$ cat config.mk
export PLATFORM = sky130hd
export DESIGN_NAME = cfg_sequencer
export DESIGN_NICKNAME = d
export VERILOG_FILES = /design/src/rtl/cfg_seq_pkg.sv /design/src/rtl/cfg_rst_sync.sv /design/src/rtl/cfg_sync2.sv /design/src/rtl/cfg_seq_fsm.sv /design/src/rtl/cfg_sequencer.sv
export SDC_FILE = /design/constraint.sdc
export NUM_CORES = 1
export LEC_CHECK = 0
export ABC_AREA = 1
export BUFFER_PORTS_ARGS = -buffer_cell sky130_fd_sc_hd__buf_2
export CORE_MARGIN = 2
export CORE_UTILIZATION = 25
export DETAILED_ROUTE_END_ITERATION = 7
export GPL_TIMING_DRIVEN = 0
export PLACE_DENSITY_LB_ADDON = 0.12
export SLEW_MARGIN = 15
export SYNTH_ARGS = -nofsm -noshare
export SYNTH_HDL_FRONTEND = slang
export SYNTH_HIERARCHICAL = 1
export SYNTH_SLANG_ARGS = --single-unit
$ cat constraint.sdc
create_clock -name clk -period 2.2 [get_ports clk]
set_input_delay 0.44 -clock clk [delete_from_list [all_inputs] [get_ports clk]]
set_output_delay 0.44 -clock clk [all_outputs]
set_load 0.03 [all_outputs]
$ cat src/rtl/cfg_seq_pkg.sv
package cfg_seq_pkg;
  typedef enum logic [2:0] {
    PH_CLEAR = 3'd0,
    PH_WAIT  = 3'd1,
    PH_LOAD  = 3'd2,
    PH_START = 3'd3,
    PH_RUN   = 3'd4,
    PH_ERR   = 3'd5
  } cfg_phase_e;
endpackage

$ cat src/rtl/cfg_rst_sync.sv
module cfg_rst_sync #(
  parameter int STAGES = 2
) (
  input  logic clk,
  input  logic rst_n,
  output logic rst_sync_n
);
  logic [STAGES-1:0] chain_q;

  always_ff @(posedge clk or negedge rst_n) begin
    if (!rst_n) chain_q <= '0;
    else        chain_q <= {chain_q[STAGES-2:0], 1'b1};
  end

  assign rst_sync_n = chain_q[STAGES-1];
endmodule

$ cat src/rtl/cfg_sync2.sv
module cfg_sync2 #(
  parameter int   STAGES  = 2,
  parameter logic RST_VAL = 1'b1
) (
  input  logic clk,
  input  logic rst_ni,
  input  logic d_i,
  output logic q_o
);
  logic [STAGES-1:0] sh_q;

  always_ff @(posedge clk or negedge rst_ni) begin
    if (!rst_ni) sh_q <= {STAGES{RST_VAL}};
    else         sh_q <= {sh_q[STAGES-2:0], d_i};
  end

  assign q_o = sh_q[STAGES-1];
endmodule

$ cat src/rtl/cfg_seq_fsm.sv
module cfg_seq_fsm
  import cfg_seq_pkg::*;
#(
  parameter int STARTUP_LEN = 8,
  parameter int DONE_AT     = 4,
  parameter int EN_AT       = 6
) (
  input  logic clk,
  input  logic rst_ni,
  input  logic prog_act,
  input  logic hold_n,
  input  logic clear_done,
  input  logic load_done,
  input  logic load_err,
  output logic clear_cmd,
  output logic init_o,
  output logic done_o,
  output logic logic_en
);
  localparam int CW = (STARTUP_LEN > 1) ? $clog2(STARTUP_LEN) : 1;
  localparam logic [CW-1:0] LAST_CNT = CW'(STARTUP_LEN - 1);
  localparam logic [CW-1:0] DONE_CNT = CW'(DONE_AT);
  localparam logic [CW-1:0] EN_CNT   = CW'(EN_AT);

  cfg_phase_e    state_q, state_d;
  logic [CW-1:0] cnt_q, cnt_d;
  logic          cnt_en;

  // next-state
  always_comb begin
    state_d = state_q;
    if (prog_act) begin
      state_d = PH_CLEAR;
    end else begin
      unique case (state_q)
        PH_CLEAR: if (clear_done) state_d = PH_WAIT;
        PH_WAIT:  if (hold_n)     state_d = PH_LOAD;
        PH_LOAD: begin
          if (load_err)       state_d = PH_ERR;
          else if (load_done) state_d = PH_START;
        end
        PH_START: if (cnt_q == LAST_CNT) state_d = PH_RUN;
        PH_RUN:   state_d = PH_RUN;
        PH_ERR:   state_d = PH_ERR;
        default:  state_d = PH_CLEAR;
      endcase
    end
  end

  // startup counter: runs only in startup, returns to zero otherwise
  always_comb begin
    cnt_en = (state_q == PH_START) || (cnt_q != '0);
    cnt_d  = ((state_q == PH_START) && !prog_act && (cnt_q != LAST_CNT))
             ? cnt_q + 1'b1 : '0;
  end

  always_ff @(posedge clk or negedge rst_ni) begin
    if (!rst_ni) state_q <= PH_CLEAR;
    else         state_q <= state_d;
  end

  always_ff @(posedge clk or negedge rst_ni) begin
    if (!rst_ni)     cnt_q <= '0;
    else if (cnt_en) cnt_q <= cnt_d;
  end

  // Moore outputs
  always_comb begin
    clear_cmd = (state_q == PH_CLEAR);
    init_o    = (state_q == PH_LOAD) || (state_q == PH_START) || (state_q == PH_RUN);
    done_o    = (state_q == PH_RUN) || ((state_q == PH_START) && (cnt_q >= DONE_CNT));
    logic_en  = (state_q == PH_RUN) || ((state_q == PH_START) && (cnt_q >= EN_CNT));
  end

  // an active request lands in the clear phase on the next edge
  a_r8_prog_forces_clear: assert property (@(posedge clk) disable iff (!rst_ni)
    prog_act |=> (clear_cmd && !init_o && !done_o && !logic_en));

  // the error phase is left only through a program request
  a_r5_err_sticky: assert property (@(posedge clk) disable iff (!rst_ni)
    (state_q == PH_ERR && !prog_act) |=> (state_q == PH_ERR && !init_o));

  // hold-off keeps the wait phase
  a_r3_hold_blocks: assert property (@(posedge clk) disable iff (!rst_ni)
    (state_q == PH_WAIT && !hold_n && !prog_act) |=> (state_q == PH_WAIT && !init_o));

  // clear ends once the memory reports done
  a_r2_clear_exits: assert property (@(posedge clk) disable iff (!rst_ni)
    (clear_cmd && clear_done && !prog_act) |=> !clear_cmd);

  // the last startup cycle is followed by the running phase
  a_r6_startup_exit: assert property (@(posedge clk) disable iff (!rst_ni)
    (state_q == PH_START && cnt_q == LAST_CNT && !prog_act) |=> (state_q == PH_RUN && done_o));

  // the logic enable never runs ahead of done
  a_r7_en_after_done: assert property (@(posedge clk) disable iff (!rst_ni)
    logic_en |-> done_o);

  // done never shows without init
  a_r4_done_has_init: assert property (@(posedge clk) disable iff (!rst_ni)
    done_o |-> init_o);
endmodule

$ cat src/rtl/cfg_sequencer.sv
module cfg_sequencer #(
  parameter int STARTUP_LEN = 8,
  parameter int DONE_AT     = 4,
  parameter int EN_AT       = 6,
  parameter int SYNC_STAGES = 2
) (
  input  logic clk,
  input  logic rst_n,
  input  logic prog_n,
  input  logic hold_n,
  input  logic clear_done,
  input  logic load_done,
  input  logic load_err,
  output logic clear_cmd,
  output logic init_o,
  output logic done_o,
  output logic logic_en
);
  logic rst_sync_n;
  logic prog_sync_n;

  cfg_rst_sync #(.STAGES(SYNC_STAGES)) u_rst_sync (
    .clk        (clk),
    .rst_n      (rst_n),
    .rst_sync_n (rst_sync_n)
  );

  cfg_sync2 #(.STAGES(SYNC_STAGES), .RST_VAL(1'b1)) u_prog_sync (
    .clk    (clk),
    .rst_ni (rst_sync_n),
    .d_i    (prog_n),
    .q_o    (prog_sync_n)
  );

  cfg_seq_fsm #(
    .STARTUP_LEN (STARTUP_LEN),
    .DONE_AT     (DONE_AT),
    .EN_AT       (EN_AT)
  ) u_fsm (
    .clk        (clk),
    .rst_ni     (rst_sync_n),
    .prog_act   (~prog_sync_n),
    .hold_n     (hold_n),
    .clear_done (clear_done),
    .load_done  (load_done),
    .load_err   (load_err),
    .clear_cmd  (clear_cmd),
    .init_o     (init_o),
    .done_o     (done_o),
    .logic_en   (logic_en)
  );
endmodule

==> impl_metrics.csv, run 1 <==
group,metric,value,unit
run_status,status,"finished clean",
min_path,hold_path_class,"reg2async",
timing,fin_crit,1.82,ns
global_routing,grt_pass1_vias,454,
power,p_leak,0.390,nW
timing,fin_ws,0.376,ns
worst_setup_path,critPathCaptureType,"output port",
worst_setup_path,cp.arrival,1.38,ns
power,max-vdd-ir-drop,0.380,mV
synth,synth_area_leaders,"dfrtp_1 (33%), nand2_1 (9.3%), dfstp_2 (8.7%)",
worst_setup_path,crit_path_end,"logic_en",
global_routing,grt_pass1_wl,1.79,mm
timing,fmax,0.548,GHz
route,drt_iter0_drc,5,
place,place_area,692,um^2
timing,tns,0,ns
place,routabilityCongestion,0.782,
floorplanning,start_util,0.269,
worst_setup_path,crit_start,"u_fsm/state_q[1]",
synth,yosysWarningCount,6,
floorplanning,dieArea,0.00284,mm^2
synth,ys_ff_latch,10,
synth,synthDistinctLibCells,21,
route,antenna_left,0,
synth,post-synth-top-area-cell,"dfrtp_1",
place,portBuffers,10,
power,p_per_area,1070,mW/mm^2
floorplanning,die_h,53.3,um
clock_network,cts-root-buf,"clkbuf_4",
power,power,0.000793,W
cells_and_area,syn_to_final_growth,21.6,%
clock_network,clk_pin_slew,0.06,ns
floorplanning,core,0.00225,mm^2
global_routing,grt_usage,0.0902,
floorplanning,chipWidth,53.3,um
cells_and_area,n_antenna_cell,0,
floorplanning,io_pins,11,
timing,setup_viol,0,
synth,synthCells,75,
clock_network,post_cts_buffers,0,
clock_network,clock-sinks,10,
synth,netlist_area,607,um^2
synth,async_flop_share,1.00,
timing,rsz0062_at_grt,"no",
synth,synthesis.nets,85,
synth,synth.avg_cell_area,8.09,um^2
route,wl_per_cell,8.80,um
route,vias_per_cell,4.08,
worst_setup_path,critPathMaxFanout,6,
synth,synth_edf_count,0,
synth,synth_most_common_cell,"nand2_1",
synth,yosys.area.top_type_share,0.330,
global_routing,grt.overflow.total,0,
place,pre_cts_ws,0.616,ns
global_routing,antenna_found_initial,0,
worst_setup_path,worstSetupStartpointType,"flop",
worst_setup_path,ff2ff_path_depth,8,
worst_setup_path,required,1.76,ns
timing,hold_viol_final,0,
timing,final.period_utilization,0.829,
cells_and_area,drive_gt1_frac,0.356,
clock_network,clock_latency,0.25,ns
route,drc_errors,0,
timing,fin_worst_skew,0.00199,ns
clock_network,cts-buffers-inserted,3,
synth,ys.flop_type,"dfrtp_1",
job,cap_violations,0,
worst_setup_path,crit_type,"reg2out",
route,first_pass_iters,4,
cells_and_area,fin_area,738,um^2
floorplanning,rows,17,
cells_and_area,final_nets,101,
clock_network,cts_buffer_depth,2,
synth,synth_common_cells,"nand2_1 (15), inv_1 (11), dfrtp_1 (8), nor2_1 (8)",
synth,synth.yosys.seq_area_share,0.416,
place,dp_hpwl,883,um
worst_setup_path,reg2reg_from,"u_fsm/cnt_q[0]",
clock_network,cts_tree,"yes",
global_routing,grt_start_max_net_pins,9,
worst_setup_path,r2r_slack,0.89,ns
worst_setup_path,r2r-end,"u_fsm/state_q[0]",
clock_network,h-tree-depth,1,
route,wirelength,1.04,mm
cells_and_area,final_core_util,0.327,
route,vias,481,
timing,drv_slew,0,
## per-layer routing
metal,up-vias,wire [um],track usage
li1,262,-,-
met3,0,49,0.0339
met1,211,530,0.112
met2,8,458,0.138
met5,-,0,0
met4,0,0,0.0385
## per-stage QoR
stage / hold WS, ns / cells
after floorplan: 0.0931 / 75
after global routing: 0.167 / 118
after global placement: 0.132 / 113
final: 0.124 / 118
after detailed placement: 0.133 / 113
after CTS: 0.139 / 118
## placed cells by master, fill, tap and decap left out
master and instances:
dfrtp_1 8, a21oi_2 1, dlygate4sd3_1 1, conb_1 1, o31ai_2 1, dfstp_2 2
o21bai_1 1, inv_2 3, o21ai_1 4, nand2_4 1, nand3_1 4, buf_2 10
inv_1 11, nor3_2 1, nor2_2 2, nand2_1 15, nand3_2 3, ha_1 3
nand4_1 1, nor2_1 8, clkbuf_8 1, clkbuf_4 3, o21ai_0 1, nand2_2 3
buf_6 1
## critical path, cell delays in order (launching register included)
cell,delay (ns)
dfrtp_1,0.47
nand2_2,0.07
nor2_2,0.12
inv_1,0.09
o31ai_2,0.16
buf_2,0.22
## cells by family after synthesis
family,share of synthesized area
AO/OA/AOI/OAI,0.0887
flip-flops,0.416
buffers and inverters,0.105
other,0.00618
AND/OR/NAND/NOR,0.322
adder cells (fa/ha/maj),0.0619
## where the power goes
part | leakage, nW | internal [W] | total, W | switching [W]
Clock | 0.0210 | 0.000100 | 0.000155 | 0.0000546
Sequential | 0.125 | 0.000220 | 0.000258 | 0.0000384
Combinational | 0.244 | 0.000130 | 0.000380 | 0.000250
Total | 0.390 | 0.000450 | 0.000793 | 0.000343
## worst min path at each step
stage | from | endpoint | slack (ns) | depth (start not counted)
floorplan | u_rst_sync/chain_q[1] | u_fsm/cnt_q[0] | 0.09 | 0
global route | u_rst_sync/chain_q[1] | u_fsm/state_q[1] | 0.17 | 0
CTS | u_rst_sync/chain_q[1] | u_fsm/state_q[0] | 0.14 | 0
detailed placement | u_rst_sync/chain_q[1] | u_fsm/state_q[0] | 0.13 | 0
finish | u_rst_sync/chain_q[1] | u_fsm/state_q[0] | 0.12 | 0
global placement | u_rst_sync/chain_q[1] | u_fsm/state_q[0] | 0.13 | 0
## what timing repair did
| action | in CTS | in global routing |
|---|---|---|
| endpoints found under the hold margin | 2 | 0 |
| gates resized for setup | 0 | 0 |
| hold buffers | 1 | 0 |
## flip-flops by register name, summed over array words and instances, names as in the netlist
signal              count
u_rst_sync/chain_q      2
u_fsm/state_q           3
u_prog_sync/sh_q        2
u_fsm/cnt_q             3
## final cells by class
type,count,area (um^2)
multi-input combinational,50,290
buffer,1,11.3
sequential,10,253
tap,28,35.0
inverter,14,52.6
timing repair buffer,11,60.1
fill,268,1520
clock buffer,4,36.3
No activity file was read; power rests on OpenSTA's default activity.
==> inputs of run 2 (changes only) <==
==> constraint.sdc (replaced) <==
create_clock -name clk -period 1.71 [get_ports clk]
set_input_delay 0.342 -clock clk [delete_from_list [all_inputs] [get_ports clk]]
set_output_delay 0.342 -clock clk [all_outputs]
set_load 0.03 [all_outputs]
==> run 2 against run 1 <==
  * Combinational power grew 37%
  * Total power is 33% higher
  * Via count is 0.21% lower
  * Clock power grew 28%
  * Sequential share of layout area decreased by 0.79 points
  * Register-to-register slack worse by 0.48 ns
  * Critical path type unchanged
  * Largest power group unchanged
==> impl_metrics.csv, run 2 (synthesis results as in run 1) <==
group,metric,value,unit
timing,fmax,0.607,GHz
cells_and_area,reg_top3,"u_fsm/cnt_q x3, u_fsm/state_q x3",
worst_setup_path,max_stage_delay,0.48,ns
route,vias,480,
route,antenna_left,0,
place,place_area,692,um^2
route,drt_iter0_drc,6,
cells_and_area,final_nets,102,
global_routing,antenna_found_initial,0,
cells_and_area,multi_input_area,298,um^2
cells_and_area,n_antenna_cell,0,
route,wirelength,1.07,mm
global_routing,grt_pass1_wl,1.81,mm
clock_network,cts-buffers-inserted,3,
min_path,hold_path_class,"reg2async",
worst_setup_path,crit_type,"reg2out",
cells_and_area,fin_area,759,um^2
place,routabilityCongestion,0.782,
timing,final.period_utilization,0.963,
global_routing,grt_start_max_net_pins,9,
worst_setup_path,cpLargestDelayFamily,"flip-flops",
place,dp_hpwl,883,um
worst_setup_path,required,1.37,ns
worst_setup_path,critPathMaxFanout,7,
floorplanning,die_h,53.3,um
worst_setup_path,critPathCaptureType,"output port",
timing,fin_crit,1.65,ns
global_routing,grt_usage,0.0913,
clock_network,cts_tree,"yes",
global_routing,grt.overflow.total,0,
floorplanning,rows,17,
route,wl_met3,50,um
power,p_leak,0.395,nW
route,wl_met2,470,um
clock_network,clock-sinks,10,
global_routing,grt_pass1_vias,458,
floorplanning,start_util,0.269,
route,vias_per_cell,4.03,
route,wl_per_cell,8.96,um
cells_and_area,register_area,254,um^2
worst_setup_path,crit_chain,"nor2_4 -> inv_2 -> o31ai_2 -> buf_4",
cells_and_area,final_common_cell,"nand2_1",
cells_and_area,syn_to_final_growth,25.2,%
timing,setup_viol,0,
timing,fin_worst_skew,0.00199,ns
route,wl_met1,545,um
floorplanning,dieArea,0.00284,mm^2
route,drc_errors,0,
power,p_per_area,1390,mW/mm^2
clock_network,h-tree-depth,1,
job,cap_violations,0,
route,first_pass_iters,4,
clock_network,cts-root-buf,"clkbuf_4",
cells_and_area,fillCellCount,266,
place,portBuffers,10,
cells_and_area,final_cells,119,
timing,hold_slack,0.125,ns
worst_setup_path,worstSetupStartpointType,"flop",
worst_setup_path,cp_slowest_cell,"dfrtp_1",
timing,rsz0062_at_grt,"yes",
floorplanning,core,0.00225,mm^2
clock_network,clk_pin_slew,0.06,ns
timing,tns,0,ns
floorplanning,chipWidth,53.3,um
place,dp_cells,113,
cells_and_area,final_cell_mix,"nand2_1 (15), inv_1 (10), buf_2 (8), nor2_1 (7), dfrtp_1 (7)",
power,max-vdd-ir-drop,0.527,mV
timing,hold_viol_final,0,
floorplanning,io_pins,11,
clock_network,cts_buffer_depth,2,
run_status,status,"finished clean",
worst_setup_path,crit_buf_inv,2,
route,routed.top_layer,"met3",
cells_and_area,drive_gt1_frac,0.396,
timing,drv_slew,0,
clock_network,clock_latency,0.25,ns
cells_and_area,final_core_util,0.337,
worst_setup_path,cp.arrival,1.30,ns
run 2: timing repair:
item,in CTS,in global routing
hold buffers,1,0
setup buffers,0,1
hold endpoints to repair,2,0
resized for setup,4,2
setup endpoints to repair,2,3
run 2: cell type report:
class,count,share of cell area
buffer,1,0.0148
clock buffer,4,0.0478
inverter,14,0.0692
multi-input combinational,50,0.392
sequential,10,0.334
tap,28,0.0461
timing repair buffer,12,0.0956
run 2: through the flow:
stage | total power (W) | worst slack (ns)
floorplan | 0.000720 | 0.199
global placement | 0.000833 | 0.238
detailed placement | 0.000835 | 0.224
CTS | 0.00105 | 0.00702
global route | 0.00116 | -0.00884
finish | 0.00106 | 0.0638
run 2: worst paths after layout:
path / start / end / slack [ns] / cells after the start
setup reg to reg: u_fsm/cnt_q[0] / u_fsm/state_q[0] / 0.41 / 8
setup / recovery: u_fsm/state_q[2] / logic_en / 0.06 / 4
hold reg to reg: u_rst_sync/chain_q[1] / u_fsm/state_q[0] / 0.12 / 0
hold / removal: u_rst_sync/chain_q[1] / u_fsm/state_q[0] / 0.12 / 0
min in group clk: prog_n / u_prog_sync/sh_q[0] / 0.18 / 1
max in group asynchronous: rst_n / u_rst_sync/chain_q[1] / 1.23 / 2
run 2: power by group:
| group | leakage (nW) | switching, W | internal, W |
|---|---|---|---|
| Combinational | 0.250 | 0.000330 | 0.000190 |
| Clock | 0.0210 | 0.0000703 | 0.000129 |
| Sequential | 0.124 | 0.0000541 | 0.000285 |
run 2: per-layer routing:
metal	vias to the layer above	GRT usage
li1	265	-
met1	207	0.112
met2	8	0.142
met3	0	0.0339
met4	0	0.0385
met5	-	0
==> inputs of run 3 (changes only) <==
--- a/config.mk
+++ b/config.mk
@@ -7,11 +7,14 @@
 export LEC_CHECK = 0
 export ABC_AREA = 1
 export BUFFER_PORTS_ARGS = -buffer_cell sky130_fd_sc_hd__buf_2
+export CELL_PAD_IN_SITES_DETAIL_PLACEMENT = 1
+export CELL_PAD_IN_SITES_GLOBAL_PLACEMENT = 1
 export CORE_MARGIN = 2
 export CORE_UTILIZATION = 25
 export DETAILED_ROUTE_END_ITERATION = 7
 export GPL_TIMING_DRIVEN = 0
 export PLACE_DENSITY_LB_ADDON = 0.12
+export REMOVE_ABC_BUFFERS = 1
 export SLEW_MARGIN = 15
 export SYNTH_ARGS = -nofsm -noshare
 export SYNTH_HDL_FRONTEND = slang
==> run 3 against run 2 <==
  * Final area rose by 5.1%
  * First-iteration DRC count fell by 17%
  * Total power rose by 8.4%
  * Count of clock-buffer cells in the layout did not move
  * Largest cell class unchanged
  * Utilization rose by 1.7 points
  * Setup slack got worse by 0.017 ns
  * Clock power rose by 4%
  * Register-to-register slack got worse by 0.02 ns
  * Sequential power rose by 6.2%
  * Largest power group unchanged
==> impl_metrics.csv, run 3 (synthesis results as in run 1) <==
group,metric,value,unit
run_status,status,"finished clean",
power,max-vdd-ir-drop,0.721,mV
cells_and_area,n_antenna_cell,0,
clock_network,cts_tree,"yes",
worst_setup_path,crit_start,"u_fsm/state_q[0]",
worst_setup_path,reg2reg_from,"u_fsm/cnt_q[0]",
floorplanning,io_pins,11,
worst_setup_path,critPathMaxFanout,5,
route,drt_iter0_drc,5,
global_routing,grt_usage,0.117,
route,antenna_left,0,
route,wirelength,1.29,mm
worst_setup_path,worstSetupStartpointType,"flop",
global_routing,grt_pass1_wl,2.30,mm
power,cell_internal_pwr,0.000647,W
power,power_frac_clock,0.181,
global_routing,grt_start_max_net_pins,9,
timing,setup_viol,0,
cells_and_area,drive_gt1_frac,0.447,
clock_network,clk_pin_slew,0.06,ns
cells_and_area,syn_to_final_growth,31.5,%
floorplanning,chipWidth,53.3,um
floorplanning,die_h,53.3,um
power,seq_power_share,0.314,
worst_setup_path,cp.arrival,1.32,ns
cells_and_area,final_common_cell,"nand2_1",
clock_network,h-tree-depth,1,
clock_network,cts-root-buf,"clkbuf_4",
cells_and_area,reg_top3,"u_fsm/cnt_q x3, u_fsm/state_q x3",
min_path,hold_path_class,"reg2async",
power,power_frac_comb,0.506,
cells_and_area,final_core_util,0.354,
clock_network,clock_latency,0.26,ns
floorplanning,start_util,0.269,
power,switching_share,0.435,
cells_and_area,final_cell_mix,"nand2_1 (14), inv_1 (10), buf_2 (7), nor2_1 (7), buf_4 (6)",
route,vias,517,
timing,fin_crit,1.66,ns
clock_network,cts-buffers-inserted,3,
route,drc_errors,0,
floorplanning,core,0.00225,mm^2
floorplanning,rows,17,
power,netSwitchingPower,0.000499,W
cells_and_area,fillCellCount,287,
power,p_leak,0.409,nW
timing,hold_viol_final,0,
place,routabilityCongestion,0.714,
timing,drv_slew,0,
timing,fmax,0.601,GHz
worst_setup_path,required,1.37,ns
timing,tns,0,ns
clock_network,cts_buffer_depth,2,
route,wl_per_cell,10.6,um
power,p_per_area,1440,mW/mm^2
worst_setup_path,critPathCaptureType,"output port",
route,vias_per_cell,4.24,
timing,rsz0062_at_grt,"yes",
timing,fin_worst_skew,0.000841,ns
route,first_pass_iters,4,
place,dp_hpwl,1.01,mm
global_routing,grt_pass1_vias,528,
cells_and_area,final_nets,105,
global_routing,grt.overflow.total,0,
place,portBuffers,10,
timing,final.period_utilization,0.973,
floorplanning,dieArea,0.00284,mm^2
worst_setup_path,crit_type,"reg2out",
place,place_area,681,um^2
job,cap_violations,0,
cells_and_area,fin_area,798,um^2
global_routing,antenna_found_initial,0,
clock_network,clock-sinks,10,
## run 3: cell count changes in the layout (fill, tap and decap cells not counted)
cell | previous run | this run
dfrtp_1 | 7 | 5
nand2_1 | 15 | 14
dfrtp_2 | 1 | 3
o31ai_2 | 1 | 0
buf_4 | 3 | 6
clkbuf_4 | 3 | 4
buf_2 | 8 | 7
o31ai_4 | 0 | 1
nand2_2 | 3 | 4
## run 3: area by class of cell
type / count / area [um^2] / share of cell area
clock buffer: 4 / 36.3 / 0.0455
inverter: 14 / 52.6 / 0.0658
sequential: 10 / 256 / 0.321
multi-input combinational: 50 / 309 / 0.387
tap: 28 / 35.0 / 0.0439
timing repair buffer: 16 / 109 / 0.136
## run 3: power groups by stage
stage / sequential [W] / clock, W / combinational [W]
global route: 0.000366 / 0.000238 / 0.000646
floorplan: 0.000341 / 0 / 0.000355
detailed placement: 0.000365 / 0 / 0.000457
global placement: 0.000366 / 0 / 0.000451
finish: 0.000360 / 0.000207 / 0.000579
CTS: 0.000352 / 0.000217 / 0.000531
## run 3: final timing paths
check	end	slack, ns	depth (start not counted)
setup / recovery	logic_en	0.05	5
hold / removal	u_fsm/state_q[0]	0.13	0
setup reg to reg	u_fsm/state_q[0]	0.39	8
hold reg to reg	u_fsm/state_q[0]	0.13	0
max in group asynchronous	u_rst_sync/chain_q[0]	1.23	2
min in group clk	u_prog_sync/sh_q[0]	0.18	1
## run 3: metrics by stage
step	worst slack (ns)	hold slack, ns	cells	total power (W)
after floorplan	0.171	0.0464	74	0.000696
after global placement	0.161	0.129	112	0.000817
after detailed placement	0.152	0.129	112	0.000822
after CTS	0.00862	0.140	121	0.00110
after global routing	-0.0370	0.146	122	0.00125
final	0.0464	0.130	122	0.00115
## run 3: per-layer routing
metal | vias up | track usage | part of all wire
met2 | 8 | 0.167 | 0.43
met4 | 0 | 0.0897 | 0.012
met3 | 2 | 0.0169 | 0.030
met1 | 239 | 0.157 | 0.52
met5 | - | 0 | 0
li1 | 268 | - | -
## run 3: what timing repair did
| item | 4_1_cts | 5_1_grt |
|---|---|---|
| hold buffers | 1 | 0 |
| buffers inserted | 4 | 1 |
| endpoints found under the hold margin | 2 | 0 |
| resized for setup | 4 | 9 |
| endpoints found under the setup margin | 3 | 4 |
| pin swaps | 0 | 1 |
## run 3: critical path, stage by stage (launching register included)
cell,delay (ns)
dfrtp_2,0.44
nand2_2,0.09
nor2_4,0.10
inv_2,0.06
o31ai_4,0.21
buf_6,0.16
